===== src/rtl/vol_atten_pkg.sv =====
package vol_atten_pkg;

    localparam int CODE_W        = 8;
    localparam int STEPS_PER_OCT = 24;
    localparam int GAIN_FRAC     = 15;
    localparam int GAIN_W        = GAIN_FRAC + 1;
    localparam int SHIFT_W       = 5;
    localparam logic [CODE_W-1:0] MUTE_CODE = '1;

    // Register image: the field order fixes the bit positions.
    typedef struct packed {
        logic [CODE_W-1:0] mus_r;
        logic [CODE_W-1:0] mus_l;
        logic [CODE_W-1:0] wav_r;
        logic [CODE_W-1:0] wav_l;
    } vol_reg_t;

    localparam vol_reg_t VOL_RESET = 32'h0000_8080;

    typedef struct packed {
        logic               mute;
        logic [SHIFT_W-1:0] shift;
        logic [GAIN_W-1:0]  gain;
    } gain_t;

    // round(32768 * 10^(-k/80)) for the quarter-dB steps of one octave
    function automatic logic [GAIN_W-1:0] octave_frac(input logic [4:0] k);
        logic [GAIN_W-1:0] g;
        case (k)
            5'd0:    g = 16'd32768;
            5'd1:    g = 16'd31838;
            5'd2:    g = 16'd30935;
            5'd3:    g = 16'd30057;
            5'd4:    g = 16'd29205;
            5'd5:    g = 16'd28376;
            5'd6:    g = 16'd27571;
            5'd7:    g = 16'd26789;
            5'd8:    g = 16'd26029;
            5'd9:    g = 16'd25290;
            5'd10:   g = 16'd24573;
            5'd11:   g = 16'd23876;
            5'd12:   g = 16'd23198;
            5'd13:   g = 16'd22540;
            5'd14:   g = 16'd21900;
            5'd15:   g = 16'd21279;
            5'd16:   g = 16'd20675;
            5'd17:   g = 16'd20089;
            5'd18:   g = 16'd19519;
            5'd19:   g = 16'd18965;
            5'd20:   g = 16'd18427;
            5'd21:   g = 16'd17904;
            5'd22:   g = 16'd17396;
            5'd23:   g = 16'd16902;
            default: g = 16'd32768;
        endcase
        return g;
    endfunction

endpackage


===== src/rtl/vol_gain_lut.sv =====
module vol_gain_lut
    import vol_atten_pkg::*;
(
    input  logic [CODE_W-1:0] code,
    output gain_t             gain
);

    localparam logic [CODE_W-1:0] STEP_DIV = CODE_W'(STEPS_PER_OCT);

    logic [CODE_W-1:0] octave;
    logic [CODE_W-1:0] step;

    always_comb begin
        octave     = code / STEP_DIV;
        step       = code % STEP_DIV;
        gain.mute  = (code == MUTE_CODE);
        gain.shift = SHIFT_W'(GAIN_FRAC) + SHIFT_W'(octave);
        gain.gain  = octave_frac(5'(step));
    end

endmodule


===== src/rtl/vol_scaler.sv =====
module vol_scaler
    import vol_atten_pkg::*;
#(
    parameter int SAMPLE_W = 16
) (
    input  logic signed [SAMPLE_W-1:0] sample,
    input  gain_t                      gain,
    output logic signed [SAMPLE_W-1:0] result
);

    localparam int PROD_W = SAMPLE_W + GAIN_W + 1;

    logic signed [PROD_W-1:0] prod;
    logic        [PROD_W-1:0] low_mask;
    logic signed [PROD_W-1:0] bias;

    always_comb begin
        prod     = $signed({{(PROD_W-SAMPLE_W){sample[SAMPLE_W-1]}}, sample})
                 * $signed({{(PROD_W-GAIN_W){1'b0}}, gain.gain});
        low_mask = ~({PROD_W{1'b1}} << gain.shift);
        // a negative product is biased up so the shift rounds toward zero
        bias     = prod[PROD_W-1] ? $signed(low_mask) : '0;
        result   = gain.mute ? '0 : SAMPLE_W'((prod + bias) >>> gain.shift);
    end

endmodule


===== src/rtl/vol_stream.sv =====
module vol_stream
    import vol_atten_pkg::*;
#(
    parameter int SAMPLE_W = 16
) (
    input  logic                       clk,
    input  logic                       rst_n,
    input  logic [CODE_W-1:0]          code_l,
    input  logic [CODE_W-1:0]          code_r,
    input  logic                       in_valid,
    output logic                       in_ready,
    input  logic signed [SAMPLE_W-1:0] in_l,
    input  logic signed [SAMPLE_W-1:0] in_r,
    output logic                       out_valid,
    input  logic                       out_ready,
    output logic signed [SAMPLE_W-1:0] out_l,
    output logic signed [SAMPLE_W-1:0] out_r
);

    localparam int LANES = 2;

    typedef struct packed {
        logic                       valid;
        logic signed [SAMPLE_W-1:0] l;
        logic signed [SAMPLE_W-1:0] r;
    } out_reg_t;

    out_reg_t st_d, st_q;

    logic [LANES-1:0][CODE_W-1:0]   lane_code;
    logic [LANES-1:0][SAMPLE_W-1:0] lane_in;
    logic [LANES-1:0][SAMPLE_W-1:0] lane_out;

    assign lane_code = {code_r, code_l};
    assign lane_in   = {in_r, in_l};

    for (genvar i = 0; i < LANES; i++) begin : g_lane
        gain_t lane_gain;

        vol_gain_lut u_lut (
            .code (lane_code[i]),
            .gain (lane_gain)
        );

        vol_scaler #(.SAMPLE_W(SAMPLE_W)) u_scale (
            .sample ($signed(lane_in[i])),
            .gain   (lane_gain),
            .result (lane_out[i])
        );
    end

    assign in_ready = !st_q.valid || out_ready;

    always_comb begin
        st_d = st_q;
        if (st_q.valid && out_ready) begin
            st_d.valid = 1'b0;
        end
        if (in_valid && in_ready) begin
            st_d.valid = 1'b1;
            st_d.l     = $signed(lane_out[0]);
            st_d.r     = $signed(lane_out[1]);
        end
    end

    always_ff @(posedge clk) begin
        if (!rst_n) begin
            st_q <= '0;
        end else begin
            st_q <= st_d;
        end
    end

    assign out_valid = st_q.valid;
    assign out_l     = st_q.l;
    assign out_r     = st_q.r;

endmodule


===== src/rtl/stereo_vol_atten.sv =====
module stereo_vol_atten
    import vol_atten_pkg::*;
#(
    parameter int SAMPLE_W = 16
) (
    input  logic                       clk,
    input  logic                       rst_n,
    input  logic                       reg_we,
    input  logic [31:0]                reg_wdata,
    input  logic                       mus_in_valid,
    output logic                       mus_in_ready,
    input  logic signed [SAMPLE_W-1:0] mus_in_l,
    input  logic signed [SAMPLE_W-1:0] mus_in_r,
    output logic                       mus_out_valid,
    input  logic                       mus_out_ready,
    output logic signed [SAMPLE_W-1:0] mus_out_l,
    output logic signed [SAMPLE_W-1:0] mus_out_r,
    input  logic                       wav_in_valid,
    output logic                       wav_in_ready,
    input  logic signed [SAMPLE_W-1:0] wav_in_l,
    input  logic signed [SAMPLE_W-1:0] wav_in_r,
    output logic                       wav_out_valid,
    input  logic                       wav_out_ready,
    output logic signed [SAMPLE_W-1:0] wav_out_l,
    output logic signed [SAMPLE_W-1:0] wav_out_r
);

    vol_reg_t vol_d, vol_q;

    always_comb begin
        vol_d = vol_q;
        if (reg_we) begin
            vol_d = vol_reg_t'(reg_wdata);
        end
    end

    always_ff @(posedge clk) begin
        if (!rst_n) begin
            vol_q <= VOL_RESET;
        end else begin
            vol_q <= vol_d;
        end
    end

    vol_stream #(.SAMPLE_W(SAMPLE_W)) u_music (
        .clk       (clk),
        .rst_n     (rst_n),
        .code_l    (vol_q.mus_l),
        .code_r    (vol_q.mus_r),
        .in_valid  (mus_in_valid),
        .in_ready  (mus_in_ready),
        .in_l      (mus_in_l),
        .in_r      (mus_in_r),
        .out_valid (mus_out_valid),
        .out_ready (mus_out_ready),
        .out_l     (mus_out_l),
        .out_r     (mus_out_r)
    );

    vol_stream #(.SAMPLE_W(SAMPLE_W)) u_wave (
        .clk       (clk),
        .rst_n     (rst_n),
        .code_l    (vol_q.wav_l),
        .code_r    (vol_q.wav_r),
        .in_valid  (wav_in_valid),
        .in_ready  (wav_in_ready),
        .in_l      (wav_in_l),
        .in_r      (wav_in_r),
        .out_valid (wav_out_valid),
        .out_ready (wav_out_ready),
        .out_l     (wav_out_l),
        .out_r     (wav_out_r)
    );

endmodule


===== config.mk =====
export PLATFORM = sky130hd
export DESIGN_NAME = stereo_vol_atten
export DESIGN_NICKNAME = d
export VERILOG_FILES = /design/src/rtl/vol_atten_pkg.sv /design/src/rtl/vol_gain_lut.sv /design/src/rtl/vol_scaler.sv /design/src/rtl/vol_stream.sv /design/src/rtl/stereo_vol_atten.sv
export SDC_FILE = /design/constraint.sdc
export NUM_CORES = 2
export LEC_CHECK = 0
export CORE_MARGIN = 3
export CORE_UTILIZATION = 50
export DETAILED_ROUTE_END_ITERATION = 10
export PLACE_DENSITY_LB_ADDON = 0.1
export SLEW_MARGIN = 40
export SYNTH_ARGS = -nofsm -noshare
export SYNTH_HDL_FRONTEND = slang
export SYNTH_SLANG_ARGS = --single-unit

===== constraint.sdc =====
create_clock -name clk -period 20.7 [get_ports clk]
set_input_delay 3.105 -clock clk [delete_from_list [all_inputs] [get_ports clk]]
set_output_delay 3.105 -clock clk [all_outputs]
set_load 0.05 [all_outputs]

==> results.rst <==
.. list-table::
   :header-rows: 1

   * - Metric
     - Value
   * - Wire length of the first global-routing pass
     - 286.2 mm
   * - Buffer cell driving the clock tree root
     - clkbuf_16
   * - Die H
     - 346.3 um
   * - Detail-routed via count per cell
     - 5.840
   * - Fillers
     - 11.12k
   * - Initial Utilization
     - 50.50%
   * - Std-Cell Rows
     - 124
   * - Path type of the worst setup path
     - reg -> reg
   * - Remaining global-route overflow
     - 0
   * - Mux cell area share after synthesis
     - 5.905%
   * - Count of buffering cells on the critical path with inverters included
     - 6
   * - Hold Path Cell Cnt
     - 2
   * - Critical Path Start Type
     - register
   * - Fraction of post-synthesis cell area in the top cell type by area
     - 26.97%
   * - Syn-to-layout area delta
     - 6.046%
   * - Critical path peak fanout
     - 33
   * - Via count
     - 51.08k
   * - Period Utilization, post-route
     - 75.05%
   * - Average routed wire per standard cell
     - 19.96 um
   * - Final core occ
     - 53.56%
   * - Number of buffers on the longest clock path
     - 2
   * - Tmin final
     - 15,540 ps
   * - Total negative slack for setup checks
     - 0 ps
   * - Gp weighted congestion
     - 0.9324
   * - Largest net degree at the start of global routing
     - 45
   * - Source-to-sink clock delay at the later pin of the worst-skew pair
     - 450 ps
   * - DR iter-0 viols
     - 3,810
   * - Xor and xnor area share after synthesis
     - 3.602%
   * - Worst Tran Pin Value
     - 884.9 ps
   * - Area inside the core boundary
     - 114,700 um2
   * - Die width
     - 346.3 um
   * - Synthesized cell area
     - 57,910 um2
   * - Maximum single-stage delay on the critical path
     - 740 ps
   * - Levels on crit path
     - 45
   * - Routed wire length
     - 174.6 mm
   * - Routed Antenna Nets
     - 0
   * - Critical-path top delay cell
     - o211a_1
   * - Reg-to-reg critical path startpoint
     - vol_q[18]$_SDFFE_PN0P_
   * - Number of storage elements in the synthesis netlist
     - 98
   * - CTS buffer count
     - 9
   * - FF-to-FF path depth
     - 45
   * - Final number of hold-violating endpoints
     - 0
   * - Outcome
     - completed
   * - Warnings from Yosys
     - 0
   * - Number of non-filler instances in the completed layout
     - 8,746
   * - Crit. Startpoint
     - vol_q[18]$_SDFFE_PN0P_
   * - Class of the tightest hold or removal check
     - reg -> reg
   * - Total routing usage reported by global routing
     - 29.32%
   * - Sequential cell area in the final layout
     - 1963 um2
   * - Max-slew headroom
     - 41.01%
   * - Critical path data required time
     - 21,070 ps
   * - Top area cells in the synthesized netlist
     - fa_1, ha_1, inv_1
   * - Instance count of the mapped netlist
     - 7,301
   * - Post-synthesis adder-cell area fraction
     - 41.47%
   * - Worst-case register-to-register setup slack
     - 5160 ps
   * - Largest family of logic cells by synthesized area
     - adder cells
   * - Final HPWL from detailed placement
     - 139.4 mm
   * - Part of the Yosys area used for sequential elements
     - 3.388%
   * - # clock sinks
     - 98
   * - Critical hold path startpoint
     - u_wave.out_r[8]$_SDFFE_PN0P_
   * - Area used by multi-input combinational logic
     - 50,740 um2
   * - Unrepaired setup endpoints after global routing
     - no
   * - Yosys cell types
     - 118
   * - Category of the worst setup path capture point
     - register
   * - First-pass iteration count of the detailed router
     - 6
   * - Worst Clk Skew
     - 20.07 ps
   * - Hold bufs inserted after CTS
     - 0
   * - Count of pins on the block boundary
     - 171
   * - Clock transition at the registers of the reported paths
     - 80 ps
   * - Resize count post-CTS
     - 0
   * - Post-synthesis share of cell area spent on and, or, nand and nor gates
     - 19.47%
   * - Number of I/O port buffers
     - 170
   * - Most used flip-flop cell after synthesis
     - dfxtp_1
   * - Max-slew violations
     - 0
   * - Kind of cell with the highest combined delay on the critical path
     - compound AO/OA/AOI/OAI gates
   * - Vias in the first global route
     - 51.66k
   * - Post-layout nets
     - 8,777
   * - Syn_area_per_cell
     - 7.931 um2
   * - Residual DRC count
     - 0
   * - Initial antenna violation count
     - 5
   * - Cell type with the largest total area after synthesis
     - fa_1
   * - Proportion of register bits with asynchronous set or reset after synthesis
     - 0%
   * - TritonCTS clock tree
     - built
   * - Fraction of final layout cells with drive strength greater than 1
     - 4.509%
   * - Number of synthesized flops with an enable pin
     - 0
   * - Data arrival at the endpoint of the critical path
     - 15,900 ps
   * - Setup Buffers After CTS
     - 0
   * - Complex-gate fraction of the synthesized area
     - 16.57%
   * - Max-cap violations
     - 0
   * - Most common cell type on the critical path
     - fa_1
   * - Area of the die
     - 119,900 um2
   * - Setup-failing EPs final
     - 0
   * - DP Cell Count
     - 8,725
   * - Max frequency
     - 0.06437 GHz
   * - Level count of the clock H-tree
     - 3
   * - Number of nets produced by synthesis
     - 8,852
layout by cell type, fill, tap and decap left out, types with 45 or more instances in the layout:
cell type / n
inv_1: 1076
nand2_1: 847
fa_1: 780
ha_1: 667
and2_1: 518
nor2_1: 429
a21oi_1: 400
o21ai_0: 276
mux2i_1: 229
xnor2_1: 173
clkdlybuf4s50_1: 165
nand3_1: 103
buf_4: 97
dfxtp_1: 97
a21o_1: 91
nor3_1: 84
nand2b_1: 73
nor2b_1: 63
a211oi_1: 62
o211ai_1: 60
a31oi_1: 51
xor2_1: 50
mux2_2: 49
o21a_1: 45
Yosys cell counts (all sizes together) (21+ instances only):
master and instances:
a2111oi 21, a211oi 64, a21boi 27, a21o 91, a21oi 407, a31oi 53, and2 519, and3 40
buf 109, clkbuf 246, dfxtp 98, fa 780, ha 668, inv 1081, mux2 51, mux2i 231
mux4 23, nand2 848, nand2b 74, nand3 104, nand4 40, nor2 430, nor2b 63, nor3 86
o211ai 63, o21a 46, o21ai 301, o21bai 39, o22ai 32, o31ai 35, or2 32, or3 25
xnor2 179, xor2 54
logic make-up (layout without fill, tap and decap cells):
kind of cell | count (synthesis) | after routing
flip-flops | 98 | 98
multiplexers | 305 | 305
buffers and inverters | 1439 | 1368
XOR/XNOR | 233 | 233
other | 0 | 4
AO/OA/AOI/OAI | 1446 | 1446
adder cells (fa/ha/maj) | 1452 | 1452
AND/OR/NAND/NOR | 2328 | 2328
worst register-to-register path, delay by kind of cell, from the launching register on:
family | cells | cell delay [ps]
flops | 1 | 310
fa+ha+maj | 9 | 4330
xor+xnor | 2 | 700
compound gates | 16 | 5780
buf+inv | 6 | 1030
simple gates | 11 | 3000
mux | 1 | 340
cell type report:
| cell class | instances | share of cell area, % |
|---|---|---|
| Multi-Input combinational cell | 5764 | 82.63 |
| Inverter | 1084 | 6.653 |
| Timing Repair Buffer | 269 | 3.943 |
| Sequential cell | 98 | 3.197 |
| Tap cell | 1512 | 3.081 |
| Clock buffer | 11 | 0.3953 |
| Clock inverter | 4 | 0.08558 |
| Antenna cell | 4 | 0.01630 |
through the flow:
stage / hold WS, ps / worst slack [ps] / area (um2)
2_1_floorplan: 568.0 / 7826 / 57910
3_3_place_gp: 428.3 / 4801 / 60950
3_5_place_dp: 436.4 / 5400 / 61070
4_1_cts: 451.3 / 5344 / 61360
5_1_grt: 469.4 / 4182 / 61400
6_report: 444.0 / 5165 / 61410
path summary, 6_finish.rpt:
check                                  endpoint
hold / removal     u_wave.out_r[8]$_SDFFE_PN0P_
setup reg to reg  u_music.out_l[9]$_SDFFE_PN0P_
setup / recovery  u_music.out_l[9]$_SDFFE_PN0P_
hold reg to reg    u_wave.out_r[8]$_SDFFE_PN0P_
flip-flops by register name, indices dropped and copies added, names as in the netlist:
signal	cells
u_music.out_l	16
u_music.out_r	16
u_music.out_valid	1
u_wave.out_l	16
u_wave.out_r	16
u_wave.out_valid	1
vol_q	32
per-layer routing:
| metal | global-route usage, % | vias to the layer above | routed length, um |
|---|---|---|---|
| li1 | - | 24131 | - |
| met1 | 41.50 | 25195 | 79790 |
| met2 | 47.88 | 1541 | 80460 |
| met3 | 3.537 | 210 | 10380 |
| met4 | 6.925 | 4 | 3913 |
| met5 | 0 | - | 24 |
Power is not shown: default switching activity piles up to over one toggle a cycle in this logic, so the estimate is an artifact.
